## src/rtl/wp_pkg.sv

```systemverilog
package wp_pkg;
    typedef enum logic [2:0] {
        WS_IDLE    = 3'd0,
        WS_PASS    = 3'd1,
        WS_ARMED   = 3'd2,
        WS_LATCHED = 3'd3,
        WS_PULSE   = 3'd4
    } wstate_t;
endpackage

```

## src/rtl/wp_rise_det.sv

```systemverilog
// Rising-edge detector for a bundle of already-synchronized lines.
module wp_rise_det #(
    parameter int W = 2
) (
    input  logic         clk_i,
    input  logic         rst_ni,
    input  logic [W-1:0] sig_i,
    output logic [W-1:0] rise_o
);
    logic [W-1:0] prev_q;

    always_ff @(posedge clk_i or negedge rst_ni) begin
        if (!rst_ni) prev_q <= '0;
        else         prev_q <= sig_i;
    end

    for (genvar g = 0; g < W; g++) begin : g_bit
        assign rise_o[g] = sig_i[g] & ~prev_q[g];
    end
endmodule

```

## src/rtl/wp_width_store.sv

```systemverilog
// Holds the most recently programmed pulse width; zero after reset.
module wp_width_store #(
    parameter int NW = 4
) (
    input  logic          clk_i,
    input  logic          rst_ni,
    input  logic          load_i,
    input  logic [NW-1:0] val_i,
    output logic [NW-1:0] n_o
);
    always_ff @(posedge clk_i or negedge rst_ni) begin
        if (!rst_ni)     n_o <= '0;
        else if (load_i) n_o <= val_i;
    end
endmodule

```

## src/rtl/wp_tick_counter.sv

```systemverilog
// Counts carrier ticks down from a loaded width while running.
module wp_tick_counter #(
    parameter int NW = 4
) (
    input  logic          clk_i,
    input  logic          rst_ni,
    input  logic          load_i,
    input  logic [NW-1:0] load_val_i,
    input  logic          run_i,
    input  logic          tick_i,
    output logic [NW-1:0] cnt_o,
    output logic          last_o
);
    localparam logic [NW-1:0] ONE = NW'(1);

    always_ff @(posedge clk_i or negedge rst_ni) begin
        if (!rst_ni)                          cnt_o <= '0;
        else if (load_i)                      cnt_o <= load_val_i;
        else if (run_i && tick_i && cnt_o != '0) cnt_o <= cnt_o - ONE;
    end

    assign last_o = (cnt_o == ONE);
endmodule

```

## src/rtl/tag_write_pulser.sv

```systemverilog
module tag_write_pulser #(
    parameter int NW = 4
) (
    input  logic          clk_i,
    input  logic          rst_ni,
    input  logic          carrier_tick_i,
    input  logic          din_i,
    input  logic          sclk_i,
    input  logic          enter_long_i,
    input  logic          enter_short_i,
    input  logic [NW-1:0] n_val_i,
    input  logic          cfg_drv_dis_i,
    output logic          drv_off_o,
    output logic          wr_active_o
);
    import wp_pkg::*;

    localparam int RISE_W = 2;
    localparam int IDX_DIN  = 0;
    localparam int IDX_SCLK = 1;

    wstate_t       state_q, state_d;
    logic [RISE_W-1:0] rise_w;
    logic          din_rise, sclk_rise, entry_any;
    logic [NW-1:0] n_stored, n_eff, cnt_w;
    logic          cnt_last, cnt_load;

    wp_rise_det #(.W(RISE_W)) u_rise (
        .clk_i  (clk_i),
        .rst_ni (rst_ni),
        .sig_i  ({sclk_i, din_i}),
        .rise_o (rise_w)
    );
    assign din_rise  = rise_w[IDX_DIN];
    assign sclk_rise = rise_w[IDX_SCLK];
    assign entry_any = enter_long_i | enter_short_i;

    wp_width_store #(.NW(NW)) u_store (
        .clk_i  (clk_i),
        .rst_ni (rst_ni),
        .load_i (enter_long_i),
        .val_i  (n_val_i),
        .n_o    (n_stored)
    );
    assign n_eff = enter_long_i ? n_val_i : n_stored;

    assign cnt_load = (state_q == WS_LATCHED) && carrier_tick_i
                      && !sclk_rise && !entry_any;

    wp_tick_counter #(.NW(NW)) u_cnt (
        .clk_i      (clk_i),
        .rst_ni     (rst_ni),
        .load_i     (cnt_load),
        .load_val_i (n_stored),
        .run_i      (state_q == WS_PULSE),
        .tick_i     (carrier_tick_i),
        .cnt_o      (cnt_w),
        .last_o     (cnt_last)
    );

    // Next-state logic
    always_comb begin
        state_d = state_q;
        unique case (state_q)
            WS_IDLE:    state_d = WS_IDLE;
            WS_PASS:    if (sclk_rise) state_d = WS_IDLE;
            WS_ARMED: begin
                if (sclk_rise)     state_d = WS_IDLE;
                else if (din_rise) state_d = WS_LATCHED;
            end
            WS_LATCHED: begin
                if (sclk_rise)           state_d = WS_IDLE;
                else if (carrier_tick_i) state_d = WS_PULSE;
            end
            WS_PULSE: begin
                if (sclk_rise)                       state_d = WS_IDLE;
                else if (carrier_tick_i && cnt_last) state_d = WS_ARMED;
            end
            default:    state_d = WS_IDLE;
        endcase
        if (entry_any) state_d = (n_eff == '0) ? WS_PASS : WS_ARMED;
    end

    // State register
    always_ff @(posedge clk_i or negedge rst_ni) begin
        if (!rst_ni) state_q <= WS_IDLE;
        else         state_q <= state_d;
    end

    // Outputs
    always_comb begin
        wr_active_o = 1'b1;
        drv_off_o   = cfg_drv_dis_i;
        unique case (state_q)
            WS_IDLE:    wr_active_o = 1'b0;
            WS_PASS:    drv_off_o   = cfg_drv_dis_i | din_i;
            WS_ARMED:   drv_off_o   = cfg_drv_dis_i;
            WS_LATCHED: drv_off_o   = cfg_drv_dis_i;
            WS_PULSE:   drv_off_o   = 1'b1;
            default: begin
                wr_active_o = 1'b0;
                drv_off_o   = cfg_drv_dis_i;
            end
        endcase
    end
endmodule

```

## config.mk

```make
export PLATFORM = sky130hd
export DESIGN_NAME = tag_write_pulser
export DESIGN_NICKNAME = d
export VERILOG_FILES = /design/src/rtl/wp_pkg.sv /design/src/rtl/wp_rise_det.sv /design/src/rtl/wp_width_store.sv /design/src/rtl/wp_tick_counter.sv /design/src/rtl/tag_write_pulser.sv
export SDC_FILE = /design/constraint.sdc
export NUM_CORES = 1
export LEC_CHECK = 0
export BUFFER_PORTS_ARGS = -buffer_cell sky130_fd_sc_hd__buf_4
export CAP_MARGIN = 15
export CORE_UTILIZATION = 53
export DETAILED_ROUTE_END_ITERATION = 8
export PLACE_DENSITY = 0.76
export SLEW_MARGIN = 10
export SYNTH_ARGS = -nofsm -noshare
export SYNTH_HDL_FRONTEND = slang
export SYNTH_SLANG_ARGS = --single-unit
```

## constraint.sdc

```tcl
create_clock -name clk_i -period 1.7 [get_ports clk_i]
set_input_delay 0.17 -clock clk_i [delete_from_list [all_inputs] [get_ports clk_i]]
set_output_delay 0.17 -clock clk_i [all_outputs]
set_load 0.05 [all_outputs]
```

# [After elaboration in Yosys (flattened, before gate mapping)]
# Index checks and enable logic that the tools add are counted.
[totals] inputBits=12 ff_bits=13 output_inout_bits=2
[op_classes] bitwise_logic=6 n_addsub=1 eq_ne=9 mux=15 reduce_logical=13
[ops] op="$mux 3" n=8
[ops] op="$mux 4" n=3
[ops] op="$ne 4x4->1 const B" n=3
[ops] op="$pmux 3 s4" n=1
[ops] op="$eq 3x2->1 const B" n=2
[ops] op="$logic_and 1x1->1" n=6
[ops] op="$eq 4x1->1 const B" n=1
[ops] op="$logic_not 4->1" n=1
[ops] op="$reduce_and 4->1" n=1
[ops] op="$reduce_bool 4->1" n=1
[ops] op="$reduce_or 4->1" n=1
[ops] op="$sub 4x1->4 const B" n=1
[ops] op="$eq 3x1->1 const B" n=1
[ops] op="$eq 3x3->1 const B" n=1
[ops] op="$ne 3x3->1 const B" n=1
[ops] op="$and 1x1->1" n=2
[ops] op="$logic_not 1->1" n=2
[ops] op="$mux 2" n=1
[ops] op="$not 1->1" n=2
[ops] op="$or 1x1->1" n=2
[ops] op="$pmux 1 s2" n=1
[ops] op="$reduce_bool 2->1" n=1
[ops] op="$mux 1" n=1

# [Longest topological paths before layout]
[depth] ltp_word=6 ltp_mapped=6 mapped_depth_nobuf=6

# [By module]
# A second synthesis with hierarchy kept.
[unflattened] cells_unflattened=77 hier_area_um2=782.0
[modules_own_cells] mod="tag_write_pulser" instances=1 cells_each=34 seq_area_each_um2=75.1 area_each_um2=282.8
[modules_own_cells] mod="wp_tick_counter" instances=1 cells_each=31 seq_area_each_um2=100.1 area_each_um2=276.5
[modules_own_cells] mod="wp_width_store" instances=1 cells_each=8 seq_area_each_um2=100.1 area_each_um2=145.1
[modules_own_cells] mod="wp_rise_det" instances=1 cells_each=4 seq_area_each_um2=50.0 area_each_um2=77.6

# [Worst setup path after synthesis]
# OpenSTA, ideal clock, no wires.
[synth_timing] path_type="register to output" from="register state_q[0]" to="output port drv_off_o" t_arrival_ps=1529 stages_incl_launch_ff=5 setup_slack_ps=1 path_buffers=1 t_required_ps=1530 cell_sequence="dfrtp_1 buf_2 nand2_1 mux2_2 o21bai_1"
[synth_between] elab_chain_cells=2 word_cells_on_any_way=3
[synth_rtl] element="start: declaration" line="tag_write_pulser.sv:22" source="wstate_t state_q, state_d;"
[synth_rtl] element="start signal: assignment" line="tag_write_pulser.sv:87" source="else state_q <= state_d;"
[synth_rtl] element="$eq 3x3->1 or $eq 3x1->1 (tied branches)" line="tag_write_pulser.sv:94" source="unique case (state_q)"
[synth_rtl] element="$pmux 1 s2 (*)" line="tag_write_pulser.sv:94"
[synth_rtl] element="end: declaration" line="tag_write_pulser.sv:13" source="output logic drv_off_o,"
# Mark *: on every way between the ends. The rest lies on a longest branch, timed or not.

# [Worst setup path in the final report]
[layout_timing] from="register u_cnt.cnt_o[1]" to="register u_cnt.cnt_o[3]"
[layout_between] elab_chain_cells=3 word_cells_on_any_way=6
[layout_rtl] element="start: declaration" line="wp_tick_counter.sv:11" source="output logic [NW-1:0] cnt_o,"
[layout_rtl] element="start signal: assignment" line="wp_tick_counter.sv:18" source="else if (load_i) cnt_o <= load_val_i;"
[layout_rtl] element="start signal: assignment" line="wp_tick_counter.sv:19" source="else if (run_i && tick_i && cnt_o != '0) cnt_o <= cnt_o - ONE;"
[layout_rtl] element="$sub 4x1->4 or $reduce_bool 4->1 (tied branches)" line="wp_tick_counter.sv:19"
[layout_rtl] element="$mux 4 or $logic_and 1x1->1 (tied branches)" line="wp_tick_counter.sv:19"
[layout_rtl] element="$mux 4 or $reduce_bool 2->1 (tied branches)"
# Several ways; a longest one is shown, not always the timed one. The select of a mux whose other input is x is not followed.
# A chain may end at the register's enable or synchronous reset.

==> flow_metrics.py <==
metrics = {
    "sta": {
        "worstMarginPinSlew_ps": 307,
        "finalSetupViolations": 0,
        "min_period_over_period_pct": 95.4,
        "fin_worst_skew_ps": 2.34,
        "slew_headroom_pct": 79.2,
        "rsz0062_at_grt": "false",
        "drv_slew": 0,
        "fmax_mhz": 617,
        "finalCriticalPeriod_ps": 1620,
        "fin_tns_setup_ps": 0,
        "setup_ws_ps": 78.1,
        "final-hold-violation-count": 0,
    },
    "drt": {
        "drt_iter0_markers": 11,
        "antenna_left": 0,
        "wire_per_inst_um": 13.5,
        "route.detailed.drc": 0,
        "first_pass_iters": 4,
        "num_vias": 617,
        "wirelength_mm": 1.43,
        "vias_per_cell": 5.82,
    },
    "yosys": {
        "syn_nets": 85,
        "synthTopCellsByArea": "dfrtp_1 40%, mux2_2 8.4%, ha_1 3.1%",
        "avgSynthCellArea_um2": 11.3,
        "syn-cell-area_um2": 803,
        "ys_types": 37,
        "synth_area_leader_cell": "dfrtp_1",
        "ys_seq_area_share_pct": 40.5,
        "synth-warning-count": 0,
        "ys_seq_elements": 13,
        "syn_inst": 71,
        "synth.top_cell.area_share_pct": 40.5,
    },
    "clocking": {
        "cts_tree": "done",
        "cts_made_buffers": 3,
        "htreeDepth": 1,
        "root_buffer": "clkbuf_4",
        "clk_pin_slew_ps": 80,
        "clock_latency_ps": 270,
        "numClockSinks": 13,
        "cts_buffer_depth": 2,
        "postCtsSetupRepairBufs": 0,
    },
    "hold_path": {
        "hold_class": "in -> reg",
    },
    "place": {
        "port_buffers": 13,
        "place_congestion": 0.837,
        "placed_area_um2": 933,
        "preCtsSetupSlack_ps": 59.6,
        "dp_hpwl_mm": 1.11,
    },
    "pwr": {
        "powerDensity_nw_per_um2": 831,
        "vdd_drop_max_v": 0.000686,
        "leakagePower_nw": 0.436,
    },
    "cells_and_area": {
        "syn_to_final_growth_pct": 22.0,
        "diodes": 0,
        "drive_gt1_share_pct": 39.6,
        "num-fill-cells": 103,
        "layout_commonest_cell": "buf_4",
        "final_nets": 106,
        "finalInstanceArea_um2": 980,
        "fin_util_pct": 72.6,
        "final_cell_mix": "19 x buf_4, 13 x dfrtp_1, 6 x mux2_2",
    },
    "setup_path": {
        "cpPeakStageDelay_ps": 400,
        "startpoint_type": "flip-flop",
        "worstPathCellList": "inv_1 -> ha_1 -> inv_1 -> o311a_4 -> mux2_1 -> o21ai_1",
        "cp.arrival_ps": 1820,
        "crit_path_end_kind": "flip-flop",
        "crit_fanout": 6,
        "crit_path_top_delay_cell": "o311a_4",
        "critical_path_class": "reg -> reg",
        "required_ps": 1890,
        "path_common_cell": "inv_1",
    },
    "die": {
        "dieArea_um2": 1680,
        "fp-row-count": 13,
        "ios": 14,
        "fp.dieH_um": 40.9,
        "coreArea_um2": 1350,
        "initial_core_util_pct": 59.5,
        "die_x_um": 40.9,
    },
    "global_route": {
        "grt.overflow.total": 0,
        "grt_pass1_vias": 582,
        "grt_use_total_pct": 21.9,
        "grt_max_degree": 14,
        "met2_usage_pct": 36.3,
        "grt_pass1_wl_mm": 2.30,
        "grt_antenna_before_repair": 0,
        "met3_usage_pct": 4.89,
        "use_met1_pct": 25.8,
        "grt_busiest_layer": "met2",
    },
    "outcome": {
        "status": "completed",
    },
    "run": {
        "maxCapViolCount": 0,
    },
}
sequential cells by signal, indices dropped and copies added (netlist names):
name	flops
u_rise.prev_q	2
state_q	3
u_store.n_o	4
u_cnt.cnt_o	4
Yosys cell counts:
master,instances
o311a_2,1
inv_1,5
nor3b_4,1
nor3_2,1
o31ai_1,1
o21bai_1,1
ha_1,2
or4b_1,1
a32o_1,1
nor2b_1,1
a221oi_2,1
nor4b_2,1
dfrtp_1,13
xnor2_1,2
nand4b_1,1
buf_2,1
or2_4,1
nor2_1,3
and3b_1,1
a211oi_2,1
nor4bb_1,1
buf_6,1
nor3_1,3
mux2_2,6
a221o_1,1
buf_4,2
nor3b_1,1
mux2_1,2
a21oi_1,3
nor3_4,1
nand2b_1,1
a32oi_1,2
nor4_1,1
a21o_1,1
nand2_1,2
o21ai_1,2
nand3_1,1
per-layer routing:
metal	part of all wire (%)	wire length, um	vias to the layer above
met5	0	0	-
met4	0.91	13	0
met3	6.1	87	2
met2	47	676	22
met1	46	650	291
li1	-	-	302
stage by stage:
step / hold slack, ps / std cells / power (mW)
after floorplan: -126 / 71 / 0.548
after global placement: 22.3 / 101 / 0.624
after detailed placement: 22.3 / 101 / 0.631
after CTS: 7.25 / 106 / 0.818
after global routing: 0.823 / 106 / 0.869
final: 14.9 / 106 / 0.814
repair_timing:
action	CTS	global route
resized for setup	0	1
setup endpoints to repair	0	1
endpoints found under the hold margin	13	0
hold buffers	1	0
cell type report:
type	count	area, um2	share of cell area [%]
Inverter	5	18.8	1.92
Sequential cell	13	325	33.2
Clock buffer	4	26.3	2.68
Timing Repair Buffer	20	153	15.6
Tap cell	15	18.8	1.92
Multi-Input combinational cell	49	438	44.7
worst max-delay path: cells and delay by family, from the launching register on:
| kind | cells | cell delay (ps) |
|---|---|---|
| compound gates | 2 | 530 |
| fa+ha+maj | 1 | 170 |
| mux | 1 | 320 |
| flops | 1 | 380 |
| buf+inv | 2 | 140 |
logic make-up after synthesis:
family,Yosys count,synth area share [%]
AOI/OAI and AO/OA,15,15.4
and+or+nand+nor,22,21.3
buffers and inverters,9,6.23
DFF,13,40.5
muxes,8,11.2
xor gates and xnor gates,2,2.18
adders and majority gates,2,3.11
report_power, final:
| group | switching (mW) | total (mW) | internal (mW) |
|---|---|---|---|
| clock | 0.0940 | 0.185 | 0.0907 |
| combinational | 0.121 | 0.237 | 0.116 |
| sequential | 0.0389 | 0.393 | 0.354 |
| total | 0.254 | 0.814 | 0.561 |
path summary, 6_finish.rpt:
path                                start                to  slack (ps)  cells past startpoint
max                        u_cnt.cnt_o[1]    u_cnt.cnt_o[3]          80                      6
min                                sclk_i  u_rise.prev_q[1]          10                      1
min reg2reg                u_store.n_o[2]    u_cnt.cnt_o[2]         540                      1
max in group asynchronous          rst_ni        state_q[2]        1260                      2
min in group asynchronous          rst_ni    u_cnt.cnt_o[0]         280                      2
max reg2reg                u_cnt.cnt_o[1]    u_cnt.cnt_o[3]          80                      6
(Power assumes the default switching activity.)
